[config.mk]
export PLATFORM = sky130hd
export DESIGN_NAME = rf_strobe_regs
export DESIGN_NICKNAME = d
export VERILOG_FILES = /design/src/rtl/rf_strobe_pkg.sv /design/src/rtl/rf_field.sv /design/src/rtl/rf_decode.sv /design/src/rtl/rf_strobe_regs.sv
export SDC_FILE = /design/constraint.sdc
export NUM_CORES = 1
export LEC_CHECK = 0
export CAP_MARGIN = 20
export CORE_AREA = 4 4 92 116
export CTS_CLUSTER_DIAMETER = 50
export DETAILED_ROUTE_END_ITERATION = 16
export DIE_AREA = 0 0 96 120
export PLACE_DENSITY_LB_ADDON = 0.15
export SLEW_MARGIN = 10
export SYNTH_ARGS = -nofsm -noshare
export SYNTH_HDL_FRONTEND = slang
export SYNTH_SLANG_ARGS = --single-unit
export TNS_END_PERCENT = 100
[constraint.sdc]
create_clock -name clk_i -period 10.14 [get_ports clk_i]
set_input_delay 3.042 -clock clk_i [delete_from_list [all_inputs] [get_ports clk_i]]
set_output_delay 3.042 -clock clk_i [all_outputs]
set_load 0.02 [all_outputs]
[src/rtl/rf_strobe_pkg.sv]
package rf_strobe_pkg;
  localparam int unsigned DATA_W     = 32;
  localparam int unsigned STRB_W     = DATA_W / 8;
  localparam int unsigned EDGE_W     = STRB_W - 1;
  localparam int unsigned NUM_WORDS  = 4;
  localparam int unsigned NUM_FIELDS = 7;

  // Field table: owning word, width, fixed base (unpacked only), packed flag, reset value
  localparam int unsigned FLD_WORD   [NUM_FIELDS] = '{0, 0, 1, 1, 1, 2, 3};
  localparam int unsigned FLD_WID    [NUM_FIELDS] = '{16, 8, 4, 12, 8, 32, 16};
  localparam int unsigned FLD_BASE   [NUM_FIELDS] = '{0, 16, 0, 0, 0, 0, 16};
  localparam bit          FLD_PACKED [NUM_FIELDS] = '{1'b0, 1'b0, 1'b1, 1'b1, 1'b1, 1'b0, 1'b0};
  localparam logic [DATA_W-1:0] FLD_RST [NUM_FIELDS] =
    '{32'h0000_1234, 32'h0000_00A5, 32'h0000_0003, 32'h0000_00F0,
      32'h0000_0000, 32'h0000_0001, 32'h0000_8000};

  // Packed members start at the running sum of earlier members' byte-rounded widths
  function automatic int unsigned field_lsb(int unsigned idx);
    int unsigned off;
    off = 0;
    if (!FLD_PACKED[idx]) return FLD_BASE[idx];
    for (int unsigned j = 0; j < idx; j++)
      if (FLD_PACKED[j] && FLD_WORD[j] == FLD_WORD[idx])
        off += (FLD_WID[j] + 7) / 8 * 8;
    return off;
  endfunction

  // One bit per byte lane touched by bits lsb .. lsb+wid-1
  function automatic logic [STRB_W-1:0] byte_mask(int unsigned lsb, int unsigned wid);
    logic [STRB_W-1:0] m;
    m = '0;
    for (int unsigned b = 0; b < STRB_W; b++)
      if (lsb <= 8 * b + 7 && lsb + wid - 1 >= 8 * b) m[b] = 1'b1;
    return m;
  endfunction

  // Bit k: strobe changes between byte k and byte k+1
  function automatic logic [EDGE_W-1:0] strobe_edges(logic [STRB_W-1:0] be);
    logic [STRB_W-1:0] t;
    t = be ^ (be >> 1);
    return t[EDGE_W-1:0];
  endfunction

  // Bit k: some field of word w straddles the boundary above byte k
  function automatic logic [EDGE_W-1:0] word_crossings(int unsigned w);
    logic [EDGE_W-1:0] c;
    logic [STRB_W-1:0] m;
    logic [STRB_W-1:0] t;
    c = '0;
    for (int unsigned i = 0; i < NUM_FIELDS; i++)
      if (FLD_WORD[i] == w) begin
        m = byte_mask(field_lsb(i), FLD_WID[i]);
        t = m & (m >> 1);
        c |= t[EDGE_W-1:0];
      end
    return c;
  endfunction
endpackage

[src/rtl/rf_field.sv]
module rf_field
  import rf_strobe_pkg::*;
#(
  parameter int unsigned LSB = 0,
  parameter int unsigned WID = 8,
  parameter logic [DATA_W-1:0] RST_VAL = '0
) (
  input  logic              clk_i,
  input  logic              rst_ni,
  input  logic              we_i,
  input  logic [DATA_W-1:0] wdata_i,
  output logic [WID-1:0]    value_o
);
  logic [WID-1:0] slice;
  assign slice = wdata_i[LSB +: WID];

  always_ff @(posedge clk_i or negedge rst_ni) begin
    if (!rst_ni) value_o <= RST_VAL[WID-1:0];
    else if (we_i) value_o <= slice;
  end

  assert_field_load_R2: assert property (@(posedge clk_i) disable iff (!rst_ni)
    we_i |=> value_o == $past(slice));
  assert_field_hold_R3: assert property (@(posedge clk_i) disable iff (!rst_ni)
    !we_i |=> $stable(value_o));
endmodule

[src/rtl/rf_decode.sv]
module rf_decode
  import rf_strobe_pkg::*;
#(
  parameter int unsigned ADDR_W = 8
) (
  input  logic                 clk_i,
  input  logic                 rst_ni,
  input  logic                 req_valid_i,
  input  logic [ADDR_W-1:0]    req_addr_i,
  input  logic                 req_write_i,
  input  logic [STRB_W-1:0]    req_strb_i,
  output logic [NUM_WORDS-1:0] word_hit_o,
  output logic                 any_hit_o,
  output logic                 part_err_o
);
  logic [EDGE_W-1:0] cross_sel [NUM_WORDS];
  logic [EDGE_W-1:0] cross_any;
  logic [EDGE_W-1:0] edges;

  for (genvar g = 0; g < NUM_WORDS; g++) begin : g_word
    localparam logic [EDGE_W-1:0] XMASK = word_crossings(g);
    assign word_hit_o[g] = (req_addr_i == ADDR_W'(g * STRB_W));
    assign cross_sel[g]  = word_hit_o[g] ? XMASK : '0;
  end

  always_comb begin
    cross_any = '0;
    for (int i = 0; i < NUM_WORDS; i++) cross_any |= cross_sel[i];
  end

  assign edges      = strobe_edges(req_strb_i);
  assign any_hit_o  = |word_hit_o;
  assign part_err_o = req_valid_i & req_write_i & (|(edges & cross_any));

  assert_onehot_hit_R7: assert property (@(posedge clk_i) disable iff (!rst_ni)
    $onehot0(word_hit_o));
  assert_err_needs_hit_R4: assert property (@(posedge clk_i) disable iff (!rst_ni)
    part_err_o |-> any_hit_o && req_write_i);
endmodule

[src/rtl/rf_strobe_regs.sv]
module rf_strobe_regs
  import rf_strobe_pkg::*;
#(
  parameter int unsigned ADDR_W = 8
) (
  input  logic              clk_i,
  input  logic              rst_ni,
  input  logic              req_valid_i,
  input  logic [ADDR_W-1:0] req_addr_i,
  input  logic              req_write_i,
  input  logic [31:0]       req_wdata_i,
  input  logic [3:0]        req_strb_i,
  output logic [31:0]       rsp_rdata_o,
  output logic              rsp_ready_o,
  output logic              rsp_error_o
);
  logic [NUM_WORDS-1:0]  word_hit;
  logic                  any_hit;
  logic                  part_err;
  logic [NUM_FIELDS-1:0] fld_we;
  logic [DATA_W-1:0]     fld_pos [NUM_FIELDS];
  logic                  unmapped;

  rf_decode #(.ADDR_W(ADDR_W)) u_decode (
    .clk_i       (clk_i),
    .rst_ni      (rst_ni),
    .req_valid_i (req_valid_i),
    .req_addr_i  (req_addr_i),
    .req_write_i (req_write_i),
    .req_strb_i  (req_strb_i),
    .word_hit_o  (word_hit),
    .any_hit_o   (any_hit),
    .part_err_o  (part_err)
  );

  for (genvar g = 0; g < NUM_FIELDS; g++) begin : g_fld
    localparam int unsigned LSB  = field_lsb(g);
    localparam int unsigned WID  = FLD_WID[g];
    localparam int unsigned WORD = FLD_WORD[g];
    localparam logic [STRB_W-1:0] BMASK = byte_mask(LSB, WID);
    logic [WID-1:0] q;

    assign fld_we[g] = req_valid_i & req_write_i & word_hit[WORD] & ~part_err
                     & (|(BMASK & req_strb_i));

    rf_field #(.LSB(LSB), .WID(WID), .RST_VAL(FLD_RST[g])) u_field (
      .clk_i   (clk_i),
      .rst_ni  (rst_ni),
      .we_i    (fld_we[g]),
      .wdata_i (req_wdata_i),
      .value_o (q)
    );

    assign fld_pos[g] = word_hit[WORD] ? (DATA_W'(q) << LSB) : '0;
  end

  always_comb begin
    rsp_rdata_o = '0;
    for (int i = 0; i < NUM_FIELDS; i++) rsp_rdata_o |= fld_pos[i];
  end

  assign unmapped    = req_valid_i & ~any_hit;
  assign rsp_ready_o = 1'b1;
  assign rsp_error_o = unmapped | part_err;

  assert_no_write_on_error_R4: assert property (@(posedge clk_i) disable iff (!rst_ni)
    (|fld_we) |-> !rsp_error_o);
  assert_unmapped_zero_R7: assert property (@(posedge clk_i) disable iff (!rst_ni)
    (req_valid_i && !any_hit) |-> rsp_rdata_o == '0 && fld_we == '0);
  assert_empty_strobe_R9: assert property (@(posedge clk_i) disable iff (!rst_ni)
    (req_valid_i && req_write_i && req_strb_i == '0 && any_hit) |-> !rsp_error_o && fld_we == '0);
  assert_idle_quiet_R8: assert property (@(posedge clk_i) disable iff (!rst_ni)
    !req_valid_i |-> !rsp_error_o && fld_we == '0);
endmodule

==> summary.md, run 1 <==
| Metric | Value |
|---|---|
| Area grow syn2layout | `24.8%` |
| Commonest non-fill, non-tap cell in the layout | `mux2_2` |
| Setup crit end kind | `output port` |
| NetSw | `0.175 mW` |
| Worst Path Required | `a little over 7000 ps` |
| Ports | `just over 80` |
| Die height | `between 100 and 150 um` |
| Clk pin slew, worst setup/hold paths | `about 60 ps` |
| Final layout net count | `around 480` |
| Setup Fix Bufs, Post-CTS | `0` |
| RR Startpoint | `g_fld[5].u_field.value_o[17]` |
| Synth unique cells | `35` |
| MaxCap Viol Count | `0` |
| N_diodes | `0` |
| Area after DPL | `roughly 5600 um^2` |
| Crit path max fanout | `36` |
| Post-synth EDFFs | `0` |
| Synth area leaders | `dfrtp_1 (42%), mux2_2 (25%), dfstp_2 (9.6%)` |
| Hold Path End | `g_fld[5].u_field.value_o[19]` |
| Sequential area share after synthesis | `approximately 52%` |
| Core footprint | `about 9600 um^2` |
| Logic pwr share | `roughly 7.6%` |
| Clock Latency Late Sink | `330 ps` |
| Net Sw Frac | `a little under a quarter` |
| Tmin final | `8240 ps` |
| Antenna viol nets, final | `0` |
| Slew Limit Headroom | `between 30% and 40%` |
| LEAKAGE | `~2.6 nW` |
| VDD IR-drop max | `a little under 90 uV` |
| Worst Clk Skew | `0 ps` |
| Syn Area/Cell | `~13 um^2` |
| CP Data Arrival Time | `roughly 5200 ps` |
| Pwr/cell area | `131 nW/um^2` |
| Num CTS Buffers | `9` |
| Grt ovf | `0` |
| Post-synthesis register bit count | `between 90 and 100` |
| Crit Path Category | `input port to output port` |
| Gpl congestion | `roughly 0.75` |
| First-pass GRT wire length | `15900 um` |
| Largest Register | `g_fld.u_field.value_o` |
| DR WL/cell | `around 17 um` |
| Ys Warns | `0` |
| Synth Instances | `354` |
| Worst r2r path cells | `1` |
| Commonest non-fill, non-tap cells in the layout | `mux2_2 (102), dfrtp_1 (79), clkdlybuf4s50_1 (77)` |
| Number of hold buffers added after cts | `0` |
| Hold-critical path depth | `1` |
| CTS root buf | `clkbuf_16` |
| Initial core utilization | `between 40% and 50%` |
| Async SR Flop Fraction | `100%` |
| Mapped cell area | `about 4700 um^2` |
| Worst slew pin tran | `951 ps` |
| Clock Power Share | `around 40%` |
| Routed via count | `3015` |
| Area share of the leading cell type in the synthesized netlist | `between 40% and 50%` |
| Top Registers | `g_fld.u_field.value_o x96` |
| Max FFs per register | `96` |
| Total GRT Usage | `18.0%` |
| CTS tree | `done` |
| Share of cells above drive strength 1 | `36.6%` |
| # DRC | `0` |
| Main synth FF type | `dfrtp_1` |
| H-tree Lvls | `3` |
| Resized Gates After CTS | `0` |
| Area leader, netlist | `dfrtp_1` |
| Die width | `~96 um` |
| R2r setup slk | `~9400 ps` |
| Status | `finished clean` |
| Final hold vios | `0` |
| Final TNS setup | `0 ps` |
| Post-DP HPWL | `6360 um` |
| Initial DRC Count | `approximately 140` |
| PortBufs | `80` |
| Setup-failing EPs final | `0` |
| Die Area | `~12000 um^2` |
| Int Pwr | `between 0.5 and 0.6 mW` |
| Post-Route WL | `between 9000 and 10000 um` |
| Via density | `~5.4` |
| RSZ-0062 raised after global routing | `false` |
| Sequential share of power | `between 50% and 60%` |
| Largest net degree at the start of global routing | `55` |
| Final Cell Area | `5830 um^2` |
| Max-slew violation count | `0` |
| Clk buf depth | `2` |
| 1st-pass router iterations | `4` |
| Initial antenna violation count | `0` |
| Type of the worst min-delay path | `register to register` |
| Syn Nets | `between 400 and 500` |
| Std-Cell Rows | `40` |
| Fin crit share | `between 80 and 90%` |
| Hold Path Origin | `g_fld[5].u_field.value_o[19]` |
| CP Launch Type | `input port` |
| Vias in the first global route | `3220` |
| Worst R2R End | `g_fld[5].u_field.value_o[17]` |
| Clock sink total | `96` |
| Highest clock rate | `roughly 0.12 GHz` |
==> stage by stage <==
step           setup WS [ps]  util [%]  std cells  power [mW]  hold slack (ps)
3_5_place_dp            1870      58.1        545       0.457              471
4_1_cts                 1850      61.0        561       0.773              485
6_report                1900      61.0        561       0.764              478
5_1_grt                 1710      61.0        561       0.797              507
2_1_floorplan           2530         -        354       0.422              452
3_3_place_gp            1900      58.1        545       0.456              462
==> how the worst max path moves through the flow <==
stage | from | endpoint | slack, ps | cells after the start
floorplan | req_addr_i[2] | rsp_rdata_o[10] | 2530 | 6
global placement | req_addr_i[2] | rsp_rdata_o[14] | 1900 | 5
detailed placement | req_addr_i[2] | rsp_rdata_o[14] | 1870 | 5
CTS | req_addr_i[2] | rsp_rdata_o[14] | 1850 | 5
global route | req_addr_i[2] | rsp_rdata_o[14] | 1710 | 5
finish | req_addr_i[5] | rsp_rdata_o[7] | 1900 | 5
==> per-layer routing <==
| layer | GRT usage (%) | part of all wire, % | vias up |
|---|---|---|---|
| met2 | 29.3 | 49 | 69 |
| met4 | 5.60 | 1.3 | 0 |
| li1 | - | - | 1415 |
| met5 | 0 | 0 | - |
| met1 | 23.6 | 45 | 1520 |
| met3 | 4.14 | 4.7 | 11 |
==> layout make-up <==
| class | instances | area, um^2 |
|---|---|---|
| Fill cell | 789 | 3720 |
| Timing Repair Buffer | 87 | 841 |
| Sequential cell | 96 | 2420 |
| Multi-Input combinational cell | 232 | 2110 |
| Clock inverter | 6 | 45.0 |
| Inverter | 4 | 15.0 |
| Clock buffer | 10 | 239 |
| Tap cell | 126 | 158 |
==> power groups by stage <==
stage	Clock, mW	Combinational (mW)	Sequential (mW)
after floorplan	0	0.0248	0.397
after global placement	0	0.0585	0.397
after detailed placement	0	0.0593	0.398
after CTS	0.323	0.0597	0.391
after global routing	0.341	0.0644	0.391
final	0.315	0.0584	0.391
==> synth_stat cells, drive strengths merged, types with 2 or more instances <==
cell type    n
mux4         4
a21oi       14
and3         4
nor2b        3
a31oi        4
mux2       104
dfstp       17
mux2i       20
nor2        43
dfrtp       79
clkbuf       9
nor4         4
buf         13
a22oi        8
ha           3
inv          4
nand2        5
nor3         4
nand3b       2
nor4b        2
==> logic make-up (layout without fill, tap and decap cells) <==
kind of cell | count (synthesis) | in the layout | synth area share, %
other | 1 | 1 | 0.0802
AND/OR/NAND/NOR | 72 | 72 | 9.26
buffers and inverters | 26 | 107 | 2.94
AO/OA/AOI/OAI | 28 | 28 | 3.80
flip-flops | 96 | 96 | 51.8
multiplexers | 128 | 128 | 31.3
adder cells (fa/ha/maj) | 3 | 3 | 0.803
==> critical path, stage by stage <==
cell and delay [ps]:
clkdlybuf4s50_1 450, nor4_4 400, nand2_4 350, nor3_1 290
clkdlybuf4s50_1 650
Note: power is estimated with default switching activity, not from simulation.
==> run 2, diff against run 1 <==
- CORE_AREA: 4 4 92 116 -> 4 4 94 118
- DIE_AREA: 0 0 96 120 -> 0 0 98 122
- clock period: 10.14 -> 7 ns (I/O delays scaled with it)
==> run 2 against run 1 <==
Compared with the run above: wire length rose by 1.8%; combinational power rose by 48%; non-clock buffer count rose by 2; worst hold slack improved by 6.0 ps; sequential cell count did not move; setup slack got worse by 1300 ps; critical path type unchanged; highest routed layer unchanged.
==> summary.md, run 2 (same netlist as run 1, synthesis figures left out) <==
| Metric | Value |
|---|---|
| Status | `finished clean` |
| Largest net degree at the start of global routing | `61 (+11%)` |
| Hold Path End | `g_fld[6].u_field.value_o[14]` |
| Pwr Total | `1.13 mW (+48%)` |
| Die Area | `12000 um^2 (+3.8%)` |
| H-tree Lvls | `3 (unchanged)` |
| Initial antenna violation count | `0 (unchanged)` |
| CP Launch Type | `input port` |
| Post-Route WL | `9780 um (+1.8%)` |
| Setup-failing EPs final | `0 (unchanged)` |
| Max-slew violation count | `0 (unchanged)` |
| Vias in the first global route | `3314 (+2.9%)` |
| Clk pin slew, worst setup/hold paths | `60 ps (about the same)` |
| Final hold vios | `0 (unchanged)` |
| Worst Path Required | `4900 ps (-2200 ps)` |
| RR Startpoint | `g_fld[5].u_field.value_o[28]` |
| Share of cells above drive strength 1 | `36.4% (-0.17 points)` |
| First-pass GRT wire length | `16300 um (+2.3%)` |
| Worst r2r path cells | `1 (unchanged)` |
| RSZ-0062 raised after global routing | `false` |
| MaxCap Viol Count | `0 (unchanged)` |
| Final worst slack | `612 ps (-1290 ps)` |
| Clock sink total | `96 (unchanged)` |
| Number of hold buffers added after cts | `0 (unchanged)` |
| LEAKAGE | `2.67 nW (+1.1%)` |
| CTS tree | `done` |
| CP Data Arrival Time | `4290 ps (-900 ps)` |
| Post-DP HPWL | `6610 um (+4.0%)` |
| Slew Limit Headroom | `36.6% (+0.20 points)` |
| Post-Route Utilization | `58.7% (-2.4 points)` |
| Hold Path Origin | `g_fld[6].u_field.value_o[14]` |
| Hold-critical path depth | `1 (unchanged)` |
| Final Cell Area | `5870 um^2 (+0.60%)` |
| Worst R2R End | `g_fld[5].u_field.value_o[28]` |
| Initial core utilization | `46.7% (-2.2 points)` |
| Antenna viol nets, final | `0 (unchanged)` |
| Core footprint | `10000 um^2 (+4.6%)` |
| Final TNS setup | `0 ps (unchanged)` |
| Resized Gates After CTS | `0 (unchanged)` |
| Area after DPL | `5580 um^2 (+0.50%)` |
| Highest clock rate | `approximately 0.16 GHz` |
| Die width | `98 um (+2.1%)` |
| Worst slew pin tran | `946 ps (-5.02 ps)` |
| Tmin final | `approximately 6400 ps` |
| Worst Clk Skew | `0 ps (unchanged)` |
| Commonest non-fill, non-tap cells in the layout | `mux2_2 (102), dfrtp_1 (79), clkdlybuf4s50_1 (77)` |
| Largest Register | `g_fld.u_field.value_o` |
| Ports | `82 (unchanged)` |
| Max FFs per register | `96 (unchanged)` |
| Std-Cell Rows | `41 (+2.5%)` |
| Setup crit end kind | `output port` |
| PortBufs | `80 (unchanged)` |
| Pwr/cell area | `193 nW/um^2 (+47%)` |
| # DRC | `0 (unchanged)` |
| Die height | `122 um (+1.7%)` |
| Grt ovf | `0 (unchanged)` |
| Clk buf depth | `2 (unchanged)` |
| Crit path max fanout | `3 (-92%)` |
| Via density | `5.36 (-0.32%)` |
| Final layout net count | `483 (+0.42%)` |
| Commonest non-fill, non-tap cell in the layout | `mux2_2` |
| Pre-CTS WS | `604 ps (-1270 ps)` |
| R2r setup slk | `6230 ps (-3140 ps)` |
| Routed via count | `3032 (+0.56%)` |
| Initial DRC Count | `103 (-28%)` |
| Clock Latency Late Sink | `340 ps (about the same)` |
| Gpl congestion | `0.751 (-0.29%)` |
| Setup Fix Bufs, Post-CTS | `0 (unchanged)` |
| Num CTS Buffers | `9 (unchanged)` |
| Total GRT Usage | `17.3% (-0.70 points)` |
| Crit Path Category | `input port to output port` |
| VDD IR-drop max | `124 uV (+40%)` |
| 1st-pass router iterations | `4 (unchanged)` |
| Fin crit share | `~91%` |
| Area grow syn2layout | `25.6%` |
| Type of the worst min-delay path | `register to register` |
| DR WL/cell | `17.3 um (+0.91%)` |
| CTS root buf | `clkbuf_16` |
| N_diodes | `0 (unchanged)` |
| Top Registers | `g_fld.u_field.value_o x96` |
## run 2: changes by cell type in the layout (fill, tap and decap cells not counted), sizes merged
| cell | before | now |
|---|---|---|
| buf | 10 | 12 |
| bufinv | 0 | 1 |
| clkbuf | 10 | 12 |
| clkinvlp | 3 | 0 |
## run 2: area by class of cell
type | count | area [um^2]
inverters | 4 | 15.0
repair buffers | 89 | 856
fillers | 841 | 4130
multi-input cells | 232 | 2120
flip-flops and latches | 96 | 2420
clock inverters | 4 | 45.0
clock buffers | 12 | 246
well taps | 129 | 161
## run 2: worst max path at each step
stage	startpoint	end	slack (ps)	depth (start not counted)
after floorplan	req_addr_i[2]	rsp_rdata_o[10]	1280	6
after global placement	req_addr_i[5]	rsp_rdata_o[4]	640	5
after detailed placement	req_addr_i[5]	rsp_rdata_o[4]	600	5
after CTS	req_addr_i[5]	rsp_rdata_o[4]	590	5
after global routing	req_strb_i[2]	rsp_error_o	470	8
final	req_strb_i[2]	rsp_error_o	610	8
## run 2: report_power, final
group | internal, mW | total, mW | leakage [nW] | switching [mW]
combinational | 0.0411 | 0.0864 | 1.24 | 0.0453
sequential | 0.563 | 0.566 | 1.28 | 0.00321
clock | 0.285 | 0.478 | 0.146 | 0.194
## run 2: critical path, cell delays in order
cell and delay (ps):
clkdlybuf4s50_1 500, inv_1 70, ha_1 310, a21oi_1 100, o211ai_1 340, a21oi_1 120, nor2b_1 130, clkdlybuf4s50_1 610
## run 2: through the flow
| stage | hold WS, ps | std cells |
|---|---|---|
| finish | 484 | 566 |
| global route | 513 | 566 |
| CTS | 489 | 566 |
| detailed placement | 474 | 550 |
| global placement | 463 | 550 |
| floorplan | 452 | 354 |
## run 2: per-layer routing
metal	global-route usage, %	up-vias	part of all wire (%)
met2	29.4	62	50
met5	0	-	0
met3	3.61	13	4.4
met1	21.3	1530	44
met4	7.53	0	1.9
li1	-	1427	-
